<file path="src/rtl/adc_regstub_pkg.sv">
package adc_regstub_pkg;
  localparam int unsigned DATA_W    = 32;
  localparam int unsigned ADDR_W    = 8;
  localparam int unsigned NUM_INJ   = 4;
  localparam int unsigned RAW_W     = 12;
  localparam int unsigned STEP      = 7;
  localparam int unsigned STAT_W    = 6;
  localparam int unsigned IDX_W     = ADDR_W - 2;
  localparam logic [DATA_W-1:0] ALIGN_MASK = 32'h0000_FFF0;
  localparam logic [DATA_W-1:0] HTR_RST    = 32'h0000_0FFF;

  // word indices (byte offset / 4)
  localparam logic [IDX_W-1:0] W_STAT  = 6'd0;
  localparam logic [IDX_W-1:0] W_CTL1  = 6'd1;
  localparam logic [IDX_W-1:0] W_CTL2  = 6'd2;
  localparam logic [IDX_W-1:0] W_SMP1  = 6'd3;
  localparam logic [IDX_W-1:0] W_SMP2  = 6'd4;
  localparam logic [IDX_W-1:0] W_IOFF0 = 6'd5;
  localparam logic [IDX_W-1:0] W_HTHR  = 6'd9;
  localparam logic [IDX_W-1:0] W_LTHR  = 6'd10;
  localparam logic [IDX_W-1:0] W_RSQ1  = 6'd11;
  localparam logic [IDX_W-1:0] W_RSQ2  = 6'd12;
  localparam logic [IDX_W-1:0] W_RSQ3  = 6'd13;
  localparam logic [IDX_W-1:0] W_ISEQ  = 6'd14;
  localparam logic [IDX_W-1:0] W_IDAT0 = 6'd15;
  localparam logic [IDX_W-1:0] W_RES   = 6'd19;

  localparam int unsigned CTL2_ON    = 0;
  localparam int unsigned CTL2_ALIGN = 11;
  localparam int unsigned CTL2_START = 30;
  localparam int unsigned CTL2_RDW   = 28;
  localparam int unsigned RES_LSB    = 24;

  typedef enum logic [1:0] {
    RES_12 = 2'd0,
    RES_10 = 2'd1,
    RES_8  = 2'd2,
    RES_6  = 2'd3
  } res_e;
endpackage

</file>
<file path="src/rtl/adc_sample_gen.sv">
module adc_sample_gen
  import adc_regstub_pkg::*;
(
  input  logic              clk_i,
  input  logic              rst_ni,
  input  logic              fire_i,
  input  res_e              res_i,
  input  logic              align_i,
  output logic [DATA_W-1:0] sample_o
);
  logic [RAW_W-1:0] val_q;
  logic [RAW_W-1:0] mask;
  logic [RAW_W-1:0] next_val;
  logic [DATA_W-1:0] shifted;

  assign mask     = {RAW_W{1'b1}} >> (2 * int'(res_i));
  assign next_val = (val_q + RAW_W'(STEP)) & mask;
  assign shifted  = DATA_W'({next_val, 1'b0}) & ALIGN_MASK;
  assign sample_o = align_i ? shifted : DATA_W'(next_val);

  always_ff @(posedge clk_i or negedge rst_ni) begin
    if (!rst_ni)     val_q <= '0;
    else if (fire_i) val_q <= next_val;
  end
endmodule

</file>
<file path="src/rtl/adc_inj_bank.sv">
module adc_inj_bank
  import adc_regstub_pkg::*;
#(
  parameter int unsigned N = NUM_INJ,
  localparam int unsigned SEL_W = (N > 1) ? $clog2(N) : 1
) (
  input  logic              clk_i,
  input  logic              rst_ni,
  input  logic [N-1:0]      off_we_i,
  input  logic [N-1:0]      dat_we_i,
  input  logic [DATA_W-1:0] wdata_i,
  input  logic [SEL_W-1:0]  sel_i,
  output logic [DATA_W-1:0] off_rd_o,
  output logic [DATA_W-1:0] dat_rd_o
);
  logic [RAW_W-1:0]  off_q [N];
  logic [DATA_W-1:0] dat_q [N];

  for (genvar g = 0; g < N; g++) begin : g_ent
    always_ff @(posedge clk_i or negedge rst_ni) begin
      if (!rst_ni) begin
        off_q[g] <= '0;
        dat_q[g] <= '0;
      end else begin
        if (off_we_i[g]) off_q[g] <= wdata_i[RAW_W-1:0];
        if (dat_we_i[g]) dat_q[g] <= wdata_i;
      end
    end
  end

  assign off_rd_o = DATA_W'(off_q[sel_i]);
  assign dat_rd_o = dat_q[sel_i] - DATA_W'(off_q[sel_i]);
endmodule

</file>
<file path="src/rtl/adc_regstub.sv">
module adc_regstub
  import adc_regstub_pkg::*;
(
  input  logic              clk_i,
  input  logic              rst_ni,
  input  logic [ADDR_W-1:0] addr_i,
  input  logic              we_i,
  input  logic [DATA_W-1:0] wdata_i,
  input  logic              re_i,
  output logic [DATA_W-1:0] rdata_o
);
  localparam int unsigned SEL_W = (NUM_INJ > 1) ? $clog2(NUM_INJ) : 1;

  logic [IDX_W-1:0]  idx;
  logic              aligned;
  logic              in_ioff, in_idat;
  logic [SEL_W-1:0]  inj_sel;
  logic [NUM_INJ-1:0] off_we, dat_we;

  logic [STAT_W-1:0] stat_q;
  logic [DATA_W-1:0] ctl1_q, ctl2_q, smp1_q, smp2_q, hthr_q, lthr_q;
  logic [DATA_W-1:0] rsq1_q, rsq2_q, rsq3_q, iseq_q;
  logic [DATA_W-1:0] rd_val, rdata_q, sample, off_rd, dat_rd;
  logic              fire;

  assign idx     = addr_i[ADDR_W-1:2];
  assign aligned = (addr_i[1:0] == 2'b00);
  assign in_ioff = aligned && idx >= W_IOFF0 && idx < W_IOFF0 + IDX_W'(NUM_INJ);
  assign in_idat = aligned && idx >= W_IDAT0 && idx < W_IDAT0 + IDX_W'(NUM_INJ);
  assign inj_sel = in_idat ? SEL_W'(idx - W_IDAT0) : SEL_W'(idx - W_IOFF0);

  for (genvar g = 0; g < NUM_INJ; g++) begin : g_we
    assign off_we[g] = we_i && in_ioff && (inj_sel == SEL_W'(g));
    assign dat_we[g] = we_i && in_idat && (inj_sel == SEL_W'(g));
  end

  assign fire = re_i && aligned && (idx == W_RES) &&
                ctl2_q[CTL2_ON] && ctl2_q[CTL2_START];

  adc_sample_gen i_gen (
    .clk_i    (clk_i),
    .rst_ni   (rst_ni),
    .fire_i   (fire),
    .res_i    (res_e'(ctl1_q[RES_LSB+1:RES_LSB])),
    .align_i  (ctl2_q[CTL2_ALIGN]),
    .sample_o (sample)
  );

  adc_inj_bank #(.N(NUM_INJ)) i_inj (
    .clk_i    (clk_i),
    .rst_ni   (rst_ni),
    .off_we_i (off_we),
    .dat_we_i (dat_we),
    .wdata_i  (wdata_i),
    .sel_i    (inj_sel),
    .off_rd_o (off_rd),
    .dat_rd_o (dat_rd)
  );

  always_ff @(posedge clk_i or negedge rst_ni) begin
    if (!rst_ni) begin
      stat_q <= '0;
      ctl1_q <= '0;
      ctl2_q <= '0;
      smp1_q <= '0;
      smp2_q <= '0;
      hthr_q <= HTR_RST;
      lthr_q <= '0;
      rsq1_q <= '0;
      rsq2_q <= '0;
      rsq3_q <= '0;
      iseq_q <= '0;
    end else begin
      if (we_i && aligned) begin
        unique case (idx)
          W_STAT:  stat_q <= stat_q & wdata_i[STAT_W-1:0];
          W_CTL1:  ctl1_q <= wdata_i;
          W_CTL2:  ctl2_q <= wdata_i;
          W_SMP1:  smp1_q <= wdata_i;
          W_SMP2:  smp2_q <= wdata_i;
          W_HTHR:  hthr_q <= wdata_i;
          W_LTHR:  lthr_q <= wdata_i;
          W_RSQ1:  rsq1_q <= wdata_i;
          W_RSQ2:  rsq2_q <= wdata_i;
          W_RSQ3:  rsq3_q <= wdata_i;
          W_ISEQ:  iseq_q <= wdata_i;
          default: ;
        endcase
      end
      // fire only at the result offset, so never races a control-2 write
      if (fire) ctl2_q[CTL2_START] <= 1'b0;
    end
  end

  always_comb begin
    rd_val = '0;
    if (aligned) begin
      if (in_ioff)      rd_val = off_rd;
      else if (in_idat) rd_val = dat_rd;
      else begin
        unique case (idx)
          W_STAT:  rd_val = DATA_W'(stat_q);
          W_CTL1:  rd_val = ctl1_q;
          W_CTL2:  rd_val = {{(DATA_W-CTL2_RDW){1'b0}}, ctl2_q[CTL2_RDW-1:0]};
          W_SMP1:  rd_val = smp1_q;
          W_SMP2:  rd_val = smp2_q;
          W_HTHR:  rd_val = hthr_q;
          W_LTHR:  rd_val = lthr_q;
          W_RSQ1:  rd_val = rsq1_q;
          W_RSQ2:  rd_val = rsq2_q;
          W_RSQ3:  rd_val = rsq3_q;
          W_ISEQ:  rd_val = iseq_q;
          W_RES:   rd_val = fire ? sample : '0;
          default: rd_val = '0;
        endcase
      end
    end
  end

  always_ff @(posedge clk_i or negedge rst_ni) begin
    if (!rst_ni)   rdata_q <= '0;
    else if (re_i) rdata_q <= rd_val;
  end

  assign rdata_o = rdata_q;
endmodule

</file>
<file path="config.mk">
export PLATFORM = sky130hd
export DESIGN_NAME = adc_regstub
export DESIGN_NICKNAME = d
export VERILOG_FILES = /design/src/rtl/adc_regstub_pkg.sv /design/src/rtl/adc_sample_gen.sv /design/src/rtl/adc_inj_bank.sv /design/src/rtl/adc_regstub.sv
export SDC_FILE = /design/constraint.sdc
export NUM_CORES = 1
export LEC_CHECK = 0
export BUFFER_PORTS_ARGS = -buffer_cell sky130_fd_sc_hd__buf_2
export CAP_MARGIN = 5
export CORE_MARGIN = 5
export CORE_UTILIZATION = 38
export CTS_BUF_LIST = sky130_fd_sc_hd__clkbuf_2
export DETAILED_ROUTE_END_ITERATION = 16
export PLACE_DENSITY_LB_ADDON = 0.05
export SLEW_MARGIN = 20
export SYNTH_ARGS = -nofsm -noshare
export SYNTH_HDL_FRONTEND = slang
export SYNTH_SLANG_ARGS = --single-unit
</file>
<file path="constraint.sdc">
create_clock -name clk_i -period 3.8 [get_ports clk_i]
set_input_delay 0.38 -clock clk_i [delete_from_list [all_inputs] [get_ports clk_i]]
set_output_delay 0.38 -clock clk_i [all_outputs]
set_load 0.05 [all_outputs]
</file>
==> flow_metrics.py <==
metrics = {
    "outcome": {
        "status": "completed",
    },
    "final_layout": {
        "drive_gt1_share_pct": 48.0,
        "final_core_util_pct": 45.9,
        "nets": 2229,
        "areaGrowthSynthToFinish_pct": 19.6,
        "final_area_mm2": 0.0297,
    },
    "route": {
        "wl_per_cell_um": 25.6,
        "ant_nets": 0,
        "drt-initial-drc-count": 978,
        "via_per_inst": 5.45,
        "num_vias": 17100,
        "wl_mm": 80.4,
        "firstDrtPassIters": 5,
        "drc": 0,
    },
    "yosys": {
        "yosys_register_bits": 543,
        "synth_async_sr_flop_share_pct": 100,
        "syn_area_mm2": 0.0248,
        "yosys-top-cells-count": "dfrtp_1, mux2_2, a22oi_1",
        "synth_top_area_share_pct": 53.6,
        "synth_edf_count": 0,
        "synth_nets": 1912,
        "ys.flop_type": "dfrtp_1",
        "ys_seq_area_share_pct": 54.9,
        "synth.avg_cell_area_um2": 13.4,
        "synth_top_cell_by_area": "dfrtp_1",
        "synth_area_leaders": "dfrtp_1, mux2_2, mux4_2, a22oi_1, clkbuf_1",
        "synth.distinct_cells": 72,
        "synth_cells": 1849,
        "synth.most_common_cell": "dfrtp_1",
        "synth.yosys.warnings": 0,
    },
    "worst_setup_path": {
        "critPathKind": "primary input to register",
        "end_kind": "register",
        "worstPathRequired_ns": 4.98,
        "cpMostUsedCell": "buf_4",
        "crit_buf_inv": 4,
        "crit_family": "compound AO/OA/AOI/OAI gates",
        "crit_fanout": 6,
        "cp.arrival_ns": 4.85,
        "startpoint_type": "primary input",
        "crit_path_cell_trace": "dlygate4sd3_1, buf_4, and2_4, o22ai_2, and3b_2, xnor2_4, ha_2, buf_4, mux4_2, fa_2, a21o_1, a311o_1, a211oi_2, buf_4, o311ai_4, nor4_2, xor2_1, a221o_1",
        "max_stage_delay_ns": 0.54,
        "critical_path.slowest_cell": "dlygate4sd3_1",
    },
    "floorplan": {
        "ios": 76,
        "fp-row-count": 93,
        "initial_core_util_pct": 38.4,
        "chipWidth_um": 265,
        "dieArea_mm2": 0.0705,
        "die_y_um": 265,
        "core_region_area_mm2": 0.0646,
    },
    "sta": {
        "worst_pin_slew_ns": 0.992,
        "final_hold_viol_count": 0,
        "finalClockSkew_ns": 0.0707,
        "final-setup-viol-count": 0,
        "max_freq_mhz": 273,
        "drv_slew": 0,
        "relSlewSlack_pct": 33.7,
        "rsz0062_at_grt": "false",
        "period_share_pct": 96.6,
        "fin_crit_ns": 3.67,
    },
    "power": {
        "internal_power_uw": 8710,
        "switching_share_pct": 29.1,
        "pwr_density_cell_mw_per_mm2": 414,
        "power_switching_uw": 3570,
        "ir_worst_vdd_v": 0.000212,
        "power_frac_seq_pct": 50.3,
        "combPwrFrac_pct": 14.7,
        "p_leak_uw": 0.0146,
        "p_clk_share_pct": 35.1,
    },
    "global_route": {
        "grt_pass1_vias": 18500,
        "grtUsageMet2_pct": 37.5,
        "busiest_layer": "met2",
        "overflow": 0,
        "grtUsageMet1_pct": 30.6,
        "grt_max_degree": 117,
        "gr-usage-met3_pct": 4.86,
        "grtUsageTotal_pct": 23.0,
        "grt_pass1_wl_mm": 121,
        "antenna_found_initial": 2,
    },
    "clocking": {
        "insertion_delay_ns": 1.31,
        "clk_pin_slew_ns": 0.09,
        "cts_tree": "done",
        "cts_buffers": 154,
        "clockBufferDepth": 3,
        "cts_root_buffer": "clkbuf_2",
        "ctsHtreeMaxLevel": 4,
        "clkSinkCount": 543,
        "post_cts_buffers": 0,
    },
    "run": {
        "cap_violations": 0,
    },
    "placed_design": {
        "port_buffers": 75,
        "dp_hpwl_mm": 49.5,
        "gp_congestion": 0.800,
        "placed_area_mm2": 0.0274,
    },
    "min_path": {
        "hold_class": "primary input to register",
    },
}
==> repair_timing <==
item / in CTS / in global routing
gates resized for setup: 0 / 2
setup endpoints to repair: 0 / 6
hold buffers: 86 / 0
endpoints found under the hold margin: 1086 / 0
==> sequential cells by signal (all words and copies together) (netlist names) <==
signal / cells
ctl1_q: 32
ctl2_q: 29
hthr_q: 32
i_gen.val_q: 12
i_inj.dat_q: 128
i_inj.off_q: 48
iseq_q: 32
lthr_q: 32
rdata_o: 32
rsq1_q: 32
rsq2_q: 32
rsq3_q: 32
smp1_q: 32
smp2_q: 32
stat_q: 6
==> cell usage in the layout (no fill, tap or decap), drive strengths merged, types with 6 or more instances in the layout <==
master,n
dfrtp,531
mux2,498
clkbuf,243
buf,229
a22oi,119
nand2,90
dlygate4sd3,85
mux4,44
nor2,37
o21ai,31
a21oi,29
nand3,29
inv,27
xnor2,26
a221oi,20
clkinv,20
xor2,18
ha,18
a31oi,17
nor3,16
a222oi,13
dfstp,12
and3,11
nor4,10
nand4,9
a221o,7
nand2b,6
a21o,6
o21a,6
==> metrics by stage <==
stage	setup slack (ns)	hold slack (ns)	TNS, ns	std cells	power, uW
2_1_floorplan	-1.26	0.0844	-26.71	1849	7290
3_3_place_gp	-1.06	0.412	-24.49	2779	8000
3_5_place_dp	-1.11	0.418	-25.58	2779	8030
4_1_cts	0.172	0.00437	0	3135	12500
5_1_grt	0.0561	0.108	0	3137	13000
6_report	0.131	0.165	0	3140	12300
==> path summary, 6_finish.rpt <==
path / from / to / slack (ns) / cells after the start
min: wdata_i[2] / stat_q[2]$_DFFE_PN0P_ / 0.16 / 3
max in group asynchronous: rst_ni / iseq_q[19]$_DFFE_PN0P_ / 2.81 / 4
min in group asynchronous: rst_ni / ctl2_q[2]$_DFFE_PN0P_ / 0.34 / 4
max reg2reg: i_inj.dat_q[96]$_DFFE_PN0P_ / rdata_o[26]$_DFFE_PN0P_ / 0.51 / 13
max: addr_i[2] / rdata_o[26]$_DFFE_PN0P_ / 0.13 / 18
min reg2reg: rdata_o[0]$_DFFE_PN0P_ / rdata_o[0]$_DFFE_PN0P_ / 0.49 / 1
==> cell type report <==
class / instances / area [um2]
diodes: 5 / 12.5
repair buffers: 314 / 2640
inverters: 23 / 86.3
clock buffers: 243 / 1220
clock inverters: 27 / 158
well taps: 855 / 1070
flip-flops and latches: 543 / 13600
multi-input cells: 1130 / 10900
fillers: 6090 / 34900
==> cell families (layout without fill, tap and decap cells) <==
family / Yosys count / count (layout) / share of synthesized area (%)
other cells: 0 / 5 / 0
mux: 543 / 543 / 26.7
fa+ha+maj: 19 / 19 / 0.989
xor+xnor: 44 / 44 / 1.55
simple gates: 239 / 239 / 4.81
flops: 543 / 543 / 54.9
compound gates: 285 / 285 / 8.37
buf+inv: 176 / 607 / 2.75
==> power by group through the flow <==
| stage | Combinational (uW) | Sequential [uW] | Clock (uW) |
|---|---|---|---|
| after floorplan | 1030 | 6260 | 0 |
| after global placement | 1720 | 6280 | 0 |
| after detailed placement | 1740 | 6290 | 0 |
| after CTS | 1830 | 6170 | 4520 |
| after global routing | 1960 | 6210 | 4820 |
| final | 1800 | 6170 | 4310 |
==> worst reg2reg max path, cell delays in order, from the launching register on <==
cell      delay, ns
dfrtp_1        0.40
mux4_2         0.48
inv_2          0.09
ha_4           0.12
inv_2          0.03
fa_2           0.34
a21o_1         0.20
a311o_1        0.32
a211oi_2       0.23
buf_4          0.18
o311ai_4       0.18
nor4_2         0.22
xor2_1         0.10
a221o_1        0.30
==> layer usage <==
metal  vias up  wire length, um
met2       382            38600
met3       116             3630
met4         0             2080
met1      9001            36000
met5         -                0
li1       7604                -
No activity file was read; power rests on OpenSTA's default activity.
